--- config.mk ---
export PLATFORM = sky130hd
export DESIGN_NAME = pio_port_if
export DESIGN_NICKNAME = d
export VERILOG_FILES = /design/src/rtl/pio_pkg.sv /design/src/rtl/pio_addr_match.sv /design/src/rtl/pio_out_stage.sv /design/src/rtl/pio_in_buf.sv /design/src/rtl/pio_port_if.sv
export SDC_FILE = /design/constraint.sdc
export NUM_CORES = 1
export LEC_CHECK = 0
export CORE_AREA = 2 2 82 84
export DETAILED_ROUTE_END_ITERATION = 10
export DIE_AREA = 0 0 84 86
export DONT_BUFFER_PORTS = 1
export PLACE_DENSITY = 0.39
export REMOVE_ABC_BUFFERS = 1
export SLEW_MARGIN = 30
export SYNTH_ARGS = -nofsm -noshare
export SYNTH_HDL_FRONTEND = slang
export SYNTH_HIERARCHICAL = 1
export SYNTH_SLANG_ARGS = --single-unit
export TNS_END_PERCENT = 100
--- constraint.sdc ---
create_clock -name clk -period 5.7 [get_ports clk]
set_input_delay 1.425 -clock clk [delete_from_list [all_inputs] [get_ports clk]]
set_output_delay 1.425 -clock clk [all_outputs]
set_load 0.05 [all_outputs]
--- src/rtl/pio_pkg.sv ---
package pio_pkg;
  typedef enum logic [1:0] {
    FN_CTRL = 2'b00,
    FN_STAT = 2'b01,
    FN_WR   = 2'b10,
    FN_RD   = 2'b11
  } pio_fn_e;
endpackage

--- src/rtl/pio_addr_match.sv ---
module pio_addr_match #(
  parameter int ADDR_W = 8
) (
  input  logic              sel,
  input  logic [ADDR_W-1:0] bus_addr,
  input  logic [ADDR_W-1:0] dev_addr,
  input  logic [1:0]        func,
  output logic              hit_ctrl,
  output logic              hit_stat,
  output logic              hit_wr,
  output logic              hit_rd
);
  import pio_pkg::*;
  logic hit;
  assign hit = sel && (bus_addr == dev_addr);

  always_comb begin
    hit_ctrl = 1'b0;
    hit_stat = 1'b0;
    hit_wr   = 1'b0;
    hit_rd   = 1'b0;
    if (hit) begin
      unique case (pio_fn_e'(func))
        FN_CTRL: hit_ctrl = 1'b1;
        FN_STAT: hit_stat = 1'b1;
        FN_WR:   hit_wr   = 1'b1;
        FN_RD:   hit_rd   = 1'b1;
      endcase
    end
  end
endmodule

--- src/rtl/pio_out_stage.sv ---
module pio_out_stage #(
  parameter int W = 8
) (
  input  logic         clk,
  input  logic         rst_n,
  input  logic         load,
  input  logic [W-1:0] load_data,
  input  logic         ready,
  output logic         valid,
  output logic [W-1:0] data
);
  logic         full_q;
  logic [W-1:0] word_q;

  always_ff @(posedge clk) begin
    if (!rst_n) begin
      full_q <= 1'b0;
      word_q <= '0;
    end else if (!full_q) begin
      if (load) begin
        full_q <= 1'b1;
        word_q <= load_data;
      end
    end else if (ready) begin
      full_q <= 1'b0;
    end
  end

  assign valid = full_q;
  assign data  = word_q;
endmodule

--- src/rtl/pio_in_buf.sv ---
module pio_in_buf #(
  parameter int W = 8
) (
  input  logic         clk,
  input  logic         rst_n,
  input  logic         in_valid,
  input  logic [W-1:0] in_data,
  output logic         in_ready,
  input  logic         take,
  output logic         full,
  output logic [W-1:0] word
);
  logic         full_q;
  logic [W-1:0] word_q;
  logic         cap;

  assign cap = in_valid && !full_q;

  always_ff @(posedge clk) begin
    if (!rst_n) begin
      full_q <= 1'b0;
      word_q <= '0;
    end else if (cap) begin
      full_q <= 1'b1;
      word_q <= in_data;
    end else if (take) begin
      full_q <= 1'b0;
    end
  end

  assign in_ready = !full_q;
  assign full     = full_q;
  assign word     = word_q;
endmodule

--- src/rtl/pio_port_if.sv ---
module pio_port_if #(
  parameter int ADDR_W = 8,
  parameter int DATA_W = 8,
  parameter int CTRL_W = 8,
  parameter int STAT_W = 4
) (
  input  logic              clk,
  input  logic              rst_n,
  input  logic [ADDR_W-1:0] dev_addr,
  input  logic              bus_sel,
  input  logic [ADDR_W-1:0] bus_addr,
  input  logic [1:0]        bus_func,
  input  logic [DATA_W-1:0] bus_wdata,
  output logic              rd_valid,
  output logic [DATA_W-1:0] rd_data,
  output logic [CTRL_W-1:0] per_ctrl,
  input  logic [STAT_W-1:0] per_stat,
  output logic              pout_valid,
  input  logic              pout_ready,
  output logic [DATA_W-1:0] pout_data,
  input  logic              pin_valid,
  output logic              pin_ready,
  input  logic [DATA_W-1:0] pin_data
);
  localparam int STAT_LSB = 2;
  localparam int STAT_MSB = STAT_LSB + STAT_W - 1;

  logic hit_ctrl, hit_stat, hit_wr, hit_rd;
  logic in_full;
  logic [DATA_W-1:0] in_word;
  logic [DATA_W-1:0] stat_word;
  logic [CTRL_W-1:0] ctrl_q;
  logic              rv_q;
  logic [DATA_W-1:0] rd_q;

  pio_addr_match #(.ADDR_W(ADDR_W)) u_match (
    .sel(bus_sel), .bus_addr(bus_addr), .dev_addr(dev_addr), .func(bus_func),
    .hit_ctrl(hit_ctrl), .hit_stat(hit_stat), .hit_wr(hit_wr), .hit_rd(hit_rd)
  );

  pio_out_stage #(.W(DATA_W)) u_out (
    .clk(clk), .rst_n(rst_n), .load(hit_wr), .load_data(bus_wdata),
    .ready(pout_ready), .valid(pout_valid), .data(pout_data)
  );

  pio_in_buf #(.W(DATA_W)) u_in (
    .clk(clk), .rst_n(rst_n), .in_valid(pin_valid), .in_data(pin_data),
    .in_ready(pin_ready), .take(hit_rd), .full(in_full), .word(in_word)
  );

  always_comb begin
    stat_word = '0;
    stat_word[0] = in_full;
    stat_word[1] = pout_valid;
    stat_word[STAT_MSB:STAT_LSB] = per_stat;
  end

  always_ff @(posedge clk) begin
    if (!rst_n) begin
      ctrl_q <= '0;
      rv_q   <= 1'b0;
      rd_q   <= '0;
    end else begin
      if (hit_ctrl) ctrl_q <= bus_wdata[CTRL_W-1:0];
      rv_q <= hit_stat | hit_rd;
      if (hit_stat)    rd_q <= stat_word;
      else if (hit_rd) rd_q <= in_word;
      else             rd_q <= '0;
    end
  end

  assign per_ctrl = ctrl_q;
  assign rd_valid = rv_q;
  assign rd_data  = rd_q;
endmodule

* After elaboration in Yosys (flattened, before gate mapping) *
Index checks and enable logic that the tools add are counted.

word-level totals
  input bits = 43
  word-level logic and storage cells = 38
  output and inout port bits = 27
  register bits = 35

cells by class
  equal/unequal tests = 4
  bitwise logic cells = 4
  muxes and demuxes = 15
  reduce and logical (&&, ||, !) cells = 7

operator list
  cell                                                  number
  two-way mux 1 bit                                     13
  two-way mux 6 bit                                     2
  equality test 8 bit                                   1
  equality test 2 bit (second input constant)           2
  NOT 1 bit                                             3
  OR reduction 3 bit                                    1
  equality test 2 x 1 -> 1 bit (second input constant)  1
  logical AND 1 bit                                     2
  zero test 2 bit                                       1
  AND reduction 2 bit                                   1
  nonzero test 2 bit                                    1
  zero test 1 bit                                       1
  bitwise OR 1 bit                                      1

* Depth between registers and ports, before layout *
Gate-level depths: netlist (run 1).

  depth after elaboration = 5
  gate-level depth with buffers = 6
  mapped depth without buffers = 5

* Modules after synthesis *
The synthesis (run 1) kept the hierarchy.

modules (own cells, without submodules)
  module          sequential area each (µm²)  cells each  area each (µm²)  times used
  pio_port_if     340.3                       61          621.8            1
  pio_out_stage   180.2                       39          379.1            1
  pio_in_buf      180.2                       40          376.6            1
  pio_addr_match  0.0                         22          152.6            1

* Worst setup path before layout (run 1) *
Ideal clock, no wire load.

  path type = input -> register
  start = in dev_addr[3]
  end = reg rd_q[6], in the netlist rd_data[6]
  setup time = 0.059 ns
  arrival time = 2.938 ns
  required time = 5.641 ns
  cell stages on the path = 5
  setup slack = 2.703 ns
  buffers on the path = 0
  cell sequence = nor2b_1 -> a221o_1 -> nor4_1 -> nor2b_1 -> and3_1

on the way
  word-level cells in the longest chain between the ends = 5
  elaborated cells between the ends (all ways) = 6
  those cells by class = eq/ne: 1; mux: 2; bitwise: 1; reduce/logical: 2

ends and longest elaborated chain
  item                                 RTL line              text
  start: declaration                   pio_port_if.sv:9      input logic [ADDR_W-1:0] dev_addr,
  equality test 8 bit                  pio_addr_match.sv:15  assign hit = sel && (bus_addr == dev_addr);
  logical AND 1 bit                    pio_addr_match.sv:15
  two-way mux 1 bit                    pio_addr_match.sv:22  if (hit) begin
  named net hit_rd                     pio_port_if.sv:28     logic hit_ctrl, hit_stat, hit_wr, hit_rd;
  NOT 1 bit (no source line)           -
  OR reduction 3 bit (no source line)  -
  end signal: assignment               pio_port_if.sv:66     if (hit_stat) rd_q <= stat_word;
  end signal: assignment               pio_port_if.sv:67     else if (hit_rd) rd_q <= in_word;
  end: declaration                     pio_port_if.sv:34     logic [DATA_W-1:0] rd_q;

The timed path passes the listed nets, and every way through them passes these cells.
A chain may end at the register's enable or synchronous reset.

* Worst setup path after layout (run 1) *
  start = in dev_addr[3]
  end = reg u_out.word_q[3], in the netlist u_out/data[3]

on the way
  word-level cells in the longest chain between the ends = 4

ends and longest elaborated chain
  item                                  RTL line              text
  equality test 8 bit                   pio_addr_match.sv:15
  logical AND 1 bit                     pio_addr_match.sv:15
  two-way mux 1 bit                     pio_addr_match.sv:22
  named net hit_wr                      pio_port_if.sv:28
  AND reduction 2 bit (no source line)  -
  end signal: assignment                pio_out_stage.sv:22   word_q <= load_data;
  end: declaration                      pio_out_stage.sv:13   logic [W-1:0] word_q;

The timed path passes the listed nets, and every way through them passes these cells.

==> flow_summary.json, run 1 <==
{
  "power.leakage_nw": 0.562,
  "rsz0062_at_grt": "no",
  "h-tree-depth": 2,
  "relSlewSlack_pct": 56.9,
  "place.gp.congestion": 0.731,
  "cp.required_ns": 5.90,
  "via_count": 1098,
  "switching_power_mw": 0.0955,
  "fin_crit_ns": 2.83,
  "final_nets": 204,
  "p_clk_share_pct": 36.7,
  "drt_wl_total_um": 3270,
  "place_ws_ns": 2.52,
  "initial_core_util_pct": 24.4,
  "ios": 70,
  "clock_latency_ns": 0.27,
  "finalMaxSlewViolations": 0,
  "finalHoldViolCount": 0,
  "worstMarginPinSlew_ns": 0.645,
  "cts_hold_buf": 0,
  "swShare_pct": 21.8,
  "status": "finished, final reports clean",
  "synth.cell_area_mm2": 0.00153,
  "ys_warn_count": 6,
  "setup_tns_ns": 0,
  "track_usage_pct": 9.02,
  "dieHeight_um": 86,
  "crit_slowest_cell": "nor2b_2",
  "cp-start-kind": "input port",
  "dp.cells": 231,
  "synth_seq_area_share_pct": 45.8,
  "power_density_mw_per_mm2": 266,
  "vias_per_cell": 4.63,
  "cts_buffers": 5,
  "hpwl_um": 2420,
  "grt_max_degree": 57,
  "synth.distinct_cells": 25,
  "hold_path.class": "register to register",
  "first_pass_iters": 4,
  "syn_inst": 162,
  "clkSlewWorstSetupHoldPaths_ns": 0.07,
  "setup_violations": 0,
  "grt_pass1_wl_um": 5200,
  "drt-initial-drc-count": 26,
  "synth_seq_cells": 35,
  "power_frac_comb_pct": 5.8,
  "ant_nets": 0,
  "antenna_found_initial": 0,
  "path_cells": "nor2b_1, a221o_1, nor4_1, nor2b_2, mux2i_1",
  "die-area_mm2": 0.00722,
  "critPathKind": "input port to register",
  "cts_tree": "yes",
  "diodes": 0,
  "cts_sinks": 35,
  "root_buffer": "clkbuf_8",
  "post-cts-setup-buffers": 0,
  "core-area_mm2": 0.00628,
  "post-route-period-util_pct": 49.6,
  "grt_pass1_vias": 1170,
  "cp_max_fo": 8,
  "fin_skew_ns": 0.00219,
  "drc": 0,
  "ctsResizeCount": 0,
  "whs_ns": 0.458,
  "maxClockFrequency_mhz": 353,
  "portBuffers": 0,
  "setup_ws_ns": 2.87,
  "crit_path_end_kind": "register",
  "synthToLayoutAreaGrowth_pct": 7.60,
  "power_mw": 0.437,
  "drive_above_1_share_pct": 7.50,
  "p_seq_share_pct": 57.5,
  "wire_per_inst_um": 13.8,
  "arrival_ns": 3.03,
  "stdcell_count": 237,
  "chipWidth_um": 84,
  "ir_worst_vdd_mv": 0.109,
  "rows": 29,
  "max_stage_delay_ns": 0.54,
  "cap_violations": 0,
  "overflow": 0,
  "syn_avg_cell_area_um2": 9.45,
  "clockBufferDepth": 2,
  "power.internal_mw": 0.342
}
## worst max-delay path, delay by kind of cell
kind	cells	cell delay [ns]
AND/OR/NAND/NOR	3	1.01
AO/OA/AOI/OAI	1	0.35
multiplexers	1	0.24
## cells by family after synthesis
group / synth area share (%)
compound gates: 4.99
xor+xnor: 2.86
buf+inv: 6.54
flops: 45.8
simple gates: 24.1
mux: 15.7
## synth_stat cells
master      n  share of area (%)
nand2_1    40                9.8
dfxtp_1    35                 46
mux2i_1    24                 16
nor2b_1    10                4.1
nand3_1     8                2.6
o21ai_1     6                2.0
xnor2_1     5                2.9
buf_6       4                2.9
nor4_1      4                1.6
buf_2       3               0.98
inv_1       3               0.74
and3_1      2               0.82
buf_4       2               0.98
nand2b_1    2               0.82
nand4b_1    2                1.1
nor2b_2     2                1.1
o211a_1     2                1.3
a221o_1     1               0.65
clkbuf_8    1               0.90
nand2b_4    1               0.90
nand4_1     1               0.41
nor2_1      1               0.25
o2111ai_1   1               0.57
o21a_1      1               0.49
or2b_1      1               0.49
## through the flow
step           util (%)  instance area [µm²]
3_5_place_dp       24.9                 1570
3_3_place_gp       24.9                 1570
6_report           26.2                 1650
5_1_grt            26.2                 1650
2_1_floorplan         -                 1440
4_1_cts            26.1                 1640
## worst paths after layout
check | startpoint | end | slack, ns | cells past startpoint
max | dev_addr[3] | u_out/data[3] | 2.87 | 5
min | u_in/word[1] | rd_data[1] | 0.46 | 2
min reg2reg | u_in/word[1] | rd_data[1] | 0.46 | 2
max reg2reg | u_out/valid | u_out/data[3] | 4.32 | 2
## placed cells by master (no fill, tap or decap), drive strengths merged, types with 3 or more instances in the layout
| cell | synthesis | layout |
|---|---|---|
| dfxtp | 35 | 35 |
| nand2 | 40 | 40 |
| nand3 | 8 | 8 |
| mux2i | 24 | 24 |
| nand2b | 3 | 3 |
| clkbuf | 1 | 6 |
| o21ai | 6 | 6 |
| inv | 3 | 3 |
| nor2b | 12 | 12 |
| nor4 | 4 | 4 |
| xnor2 | 5 | 5 |
## metal layers
| layer | part of all wire (%) | vias up | global-route usage, % |
|---|---|---|---|
| met2 | 48 | 48 | 15.6 |
| met5 | 0 | - | 0 |
| met1 | 39 | 510 | 9.16 |
| met4 | 0.86 | 0 | 3.52 |
| met3 | 12 | 4 | 5.00 |
| li1 | - | 536 | - |
## sequential cells by signal (all words and copies together), names as in the netlist
name         flops
u_in/full        1
u_out/data       8
u_out/valid      1
rd_valid         1
rd_data          8
per_ctrl         8
u_in/word        8
## power by group through the flow
stage	Combinational, mW	Sequential, mW	Clock, mW
3_3_place_gp	0.0238	0.257	0
4_1_cts	0.0246	0.252	0.169
2_1_floorplan	0.0207	0.256	0
5_1_grt	0.0281	0.252	0.177
6_report	0.0254	0.252	0.160
3_5_place_dp	0.0245	0.257	0
## final cells by class
cell class,count,area (µm²)
clock buffer,6,72.6
fill,690,4630
inverter,3,11.3
multi-input combinational,114,751
sequential,35,701
tap,77,96.3
timing repair buffer,2,15.0
Power figures use the tool's default switching activity.
==> run 2: changes to the inputs <==
--- a/config.mk
+++ b/config.mk
@@ -9,7 +9,7 @@
 export DETAILED_ROUTE_END_ITERATION = 10
 export DIE_AREA = 0 0 84 86
 export DONT_BUFFER_PORTS = 1
-export PLACE_DENSITY = 0.39
+export PLACE_DENSITY = 0.41
 export REMOVE_ABC_BUFFERS = 1
 export SLEW_MARGIN = 30
 export SYNTH_ARGS = -nofsm -noshare
==> constraint.sdc (replaced) <==
create_clock -name clk -period 2.5 [get_ports clk]
set_input_delay 0.625 -clock clk [delete_from_list [all_inputs] [get_ports clk]]
set_output_delay 0.625 -clock clk [all_outputs]
set_load 0.05 [all_outputs]
==> run 2 against run 1 <==
Core utilization is 0.10 points higher. Register-to-register slack worse by 3.1 ns. Cell area is 0.38% higher. Critical path depth is 1 higher. Flip-flop and latch count stayed put. Total power is 130% higher. Clock power is 130% higher. Sequential power is 130% higher. Combinational power is 120% higher. Via count is 2.6% lower. Worst setup slack worse by 2.2 ns. Hold slack worse by 0.0070 ns. Critical endpoint is now u_out/data[0]. Largest power group unchanged.
==> flow_summary.json, run 2 (same netlist as run 1, synthesis figures left out) <==
{
  "status": "finished, final reports clean",
  "ant_nets": 0,
  "drt_wl_total_um": 3230,
  "crit_family": "simple AND/OR/NAND/NOR gates",
  "p_clk_share_pct": 36.6,
  "worstMarginPinSlew_ns": 0.645,
  "diodes": 0,
  "r2r_end": "u_out/data[0]",
  "cts_buffers": 5,
  "setup_ws_ns": 0.712,
  "root_buffer": "clkbuf_8",
  "rows": 29,
  "drive_above_1_share_pct": 8.64,
  "finalMaxSlewViolations": 0,
  "grt_max_degree": 57,
  "power.leakage_nw": 0.566,
  "drc": 0,
  "arrival_ns": 1.99,
  "cap_violations": 0,
  "portBuffers": 0,
  "cts_hold_buf": 0,
  "overflow": 0,
  "antenna_found_initial": 0,
  "dieHeight_um": 86,
  "relSlewSlack_pct": 56.9,
  "synthToLayoutAreaGrowth_pct": 8.01,
  "drt-initial-drc-count": 20,
  "power_density_mw_per_mm2": 600,
  "wire_per_inst_um": 13.5,
  "clkSlewWorstSetupHoldPaths_ns": 0.07,
  "post-route-period-util_pct": 71.5,
  "die-area_mm2": 0.00722,
  "rsz0062_at_grt": "no",
  "power_frac_comb_pct": 5.6,
  "clock_latency_ns": 0.27,
  "placed_cell_area_mm2": 0.00158,
  "cp_max_fo": 8,
  "cts_sinks": 35,
  "power_mw": 0.992,
  "vias_per_cell": 4.47,
  "h-tree-depth": 2,
  "grt_pass1_wl_um": 5190,
  "r2r_cells": 3,
  "cp.required_ns": 2.70,
  "first_pass_iters": 2,
  "crit_path_end_kind": "register",
  "setup.worst_path.end": "u_out/data[0]",
  "critPathKind": "input port to register",
  "initial_core_util_pct": 24.4,
  "ios": 70,
  "mostFrequentLayoutCell": "nand2_1",
  "place.gp.congestion": 0.742,
  "maxClockFrequency_mhz": 559,
  "chipWidth_um": 84,
  "postLayoutCellArea_mm2": 0.00165,
  "cp-start-kind": "input port",
  "finalHoldViolCount": 0,
  "max_stage_delay_ns": 0.34,
  "hold_path.class": "register to register",
  "final_cell_mix": "nand2_1, dfxtp_1, mux2i_1",
  "switching_power_mw": 0.213,
  "power.internal_mw": 0.779,
  "crit_slowest_cell": "nor4_1",
  "grt_pass1_vias": 1117,
  "setup_violations": 0,
  "track_usage_pct": 9.02,
  "via_count": 1069,
  "path_buf_inv": 1,
  "final_nets": 206,
  "r2r_slack_ns": 1.25,
  "clockBufferDepth": 2,
  "fin_crit_ns": 1.79,
  "hpwl_um": 2430,
  "ctsResizeCount": 0,
  "swShare_pct": 21.5,
  "ir_worst_vdd_mv": 0.271,
  "setup_tns_ns": 0,
  "fin_skew_ns": 0.00327,
  "n_fill_cell": 661,
  "p_seq_share_pct": 57.8,
  "worst-path-stages": 6,
  "place_ws_ns": 0.383,
  "cts_tree": "yes",
  "rr_startpoint": "u_out/valid",
  "post-cts-setup-buffers": 0,
  "crit_start": "dev_addr[3]",
  "path_cells": "nor2b_1, a221o_1, nor4_1, nor2b_2, buf_4, mux2i_1",
  "core-area_mm2": 0.00628
}
## run 2: cell types whose count changed in the layout (fill, tap and decap cells not counted)
cell	before	now
buf_4	2	4
nor4_2	1	2
nor4_4	1	0
## run 2: tightest hold or removal path, stage by stage (launching register included)
cell and delay, ns:
dfxtp_1 0.31, nand2_1 0.05, o21ai_1 0.05
## run 2: how the worst min path moves through the flow
stage / from / to / slack (ns) / cells past startpoint
global placement: u_in/word[1] / rd_data[1] / 0.44 / 2
floorplan: u_in/word[0] / rd_data[0] / 0.43 / 2
finish: u_in/word[1] / rd_data[1] / 0.45 / 2
detailed placement: u_in/word[7] / u_in/word[7] / 0.45 / 2
CTS: u_in/word[1] / rd_data[1] / 0.46 / 2
global route: rst_n / per_ctrl[7] / 0.47 / 1
## run 2: power by group through the flow
stage	Combinational [mW]	Clock (mW)	Sequential, mW
2_1_floorplan	0.0473	0	0.585
4_1_cts	0.0560	0.384	0.573
3_5_place_dp	0.0559	0	0.586
6_report	0.0556	0.363	0.573
3_3_place_gp	0.0535	0	0.586
5_1_grt	0.0623	0.403	0.574
## run 2: per-layer routing
metal,vias up,global-route usage [%],routed length (µm)
met3,5,4.33,313
met1,482,10.6,1350
met2,43,14.7,1540
met5,-,0,0
met4,0,2.64,28
li1,539,-,-
## run 2: cell type report
class | count | area (µm²) | area share, %
timing repair buffer | 4 | 30.0 | 1.82
inverter | 3 | 11.3 | 0.681
multi-input combinational | 114 | 742 | 44.9
clock buffer | 6 | 72.6 | 4.39
tap | 77 | 96.3 | 5.83
sequential | 35 | 701 | 42.4
## run 2: through the flow
| step | hold slack, ns | util, % | cells |
|---|---|---|---|
| 6_report | 0.451 | 26.3 | 239 |
| 5_1_grt | 0.471 | 26.3 | 239 |
| 4_1_cts | 0.457 | 26.3 | 239 |
| 3_5_place_dp | 0.449 | 25.2 | 233 |
| 3_3_place_gp | 0.437 | 25.2 | 233 |
| 2_1_floorplan | 0.429 | - | 152 |
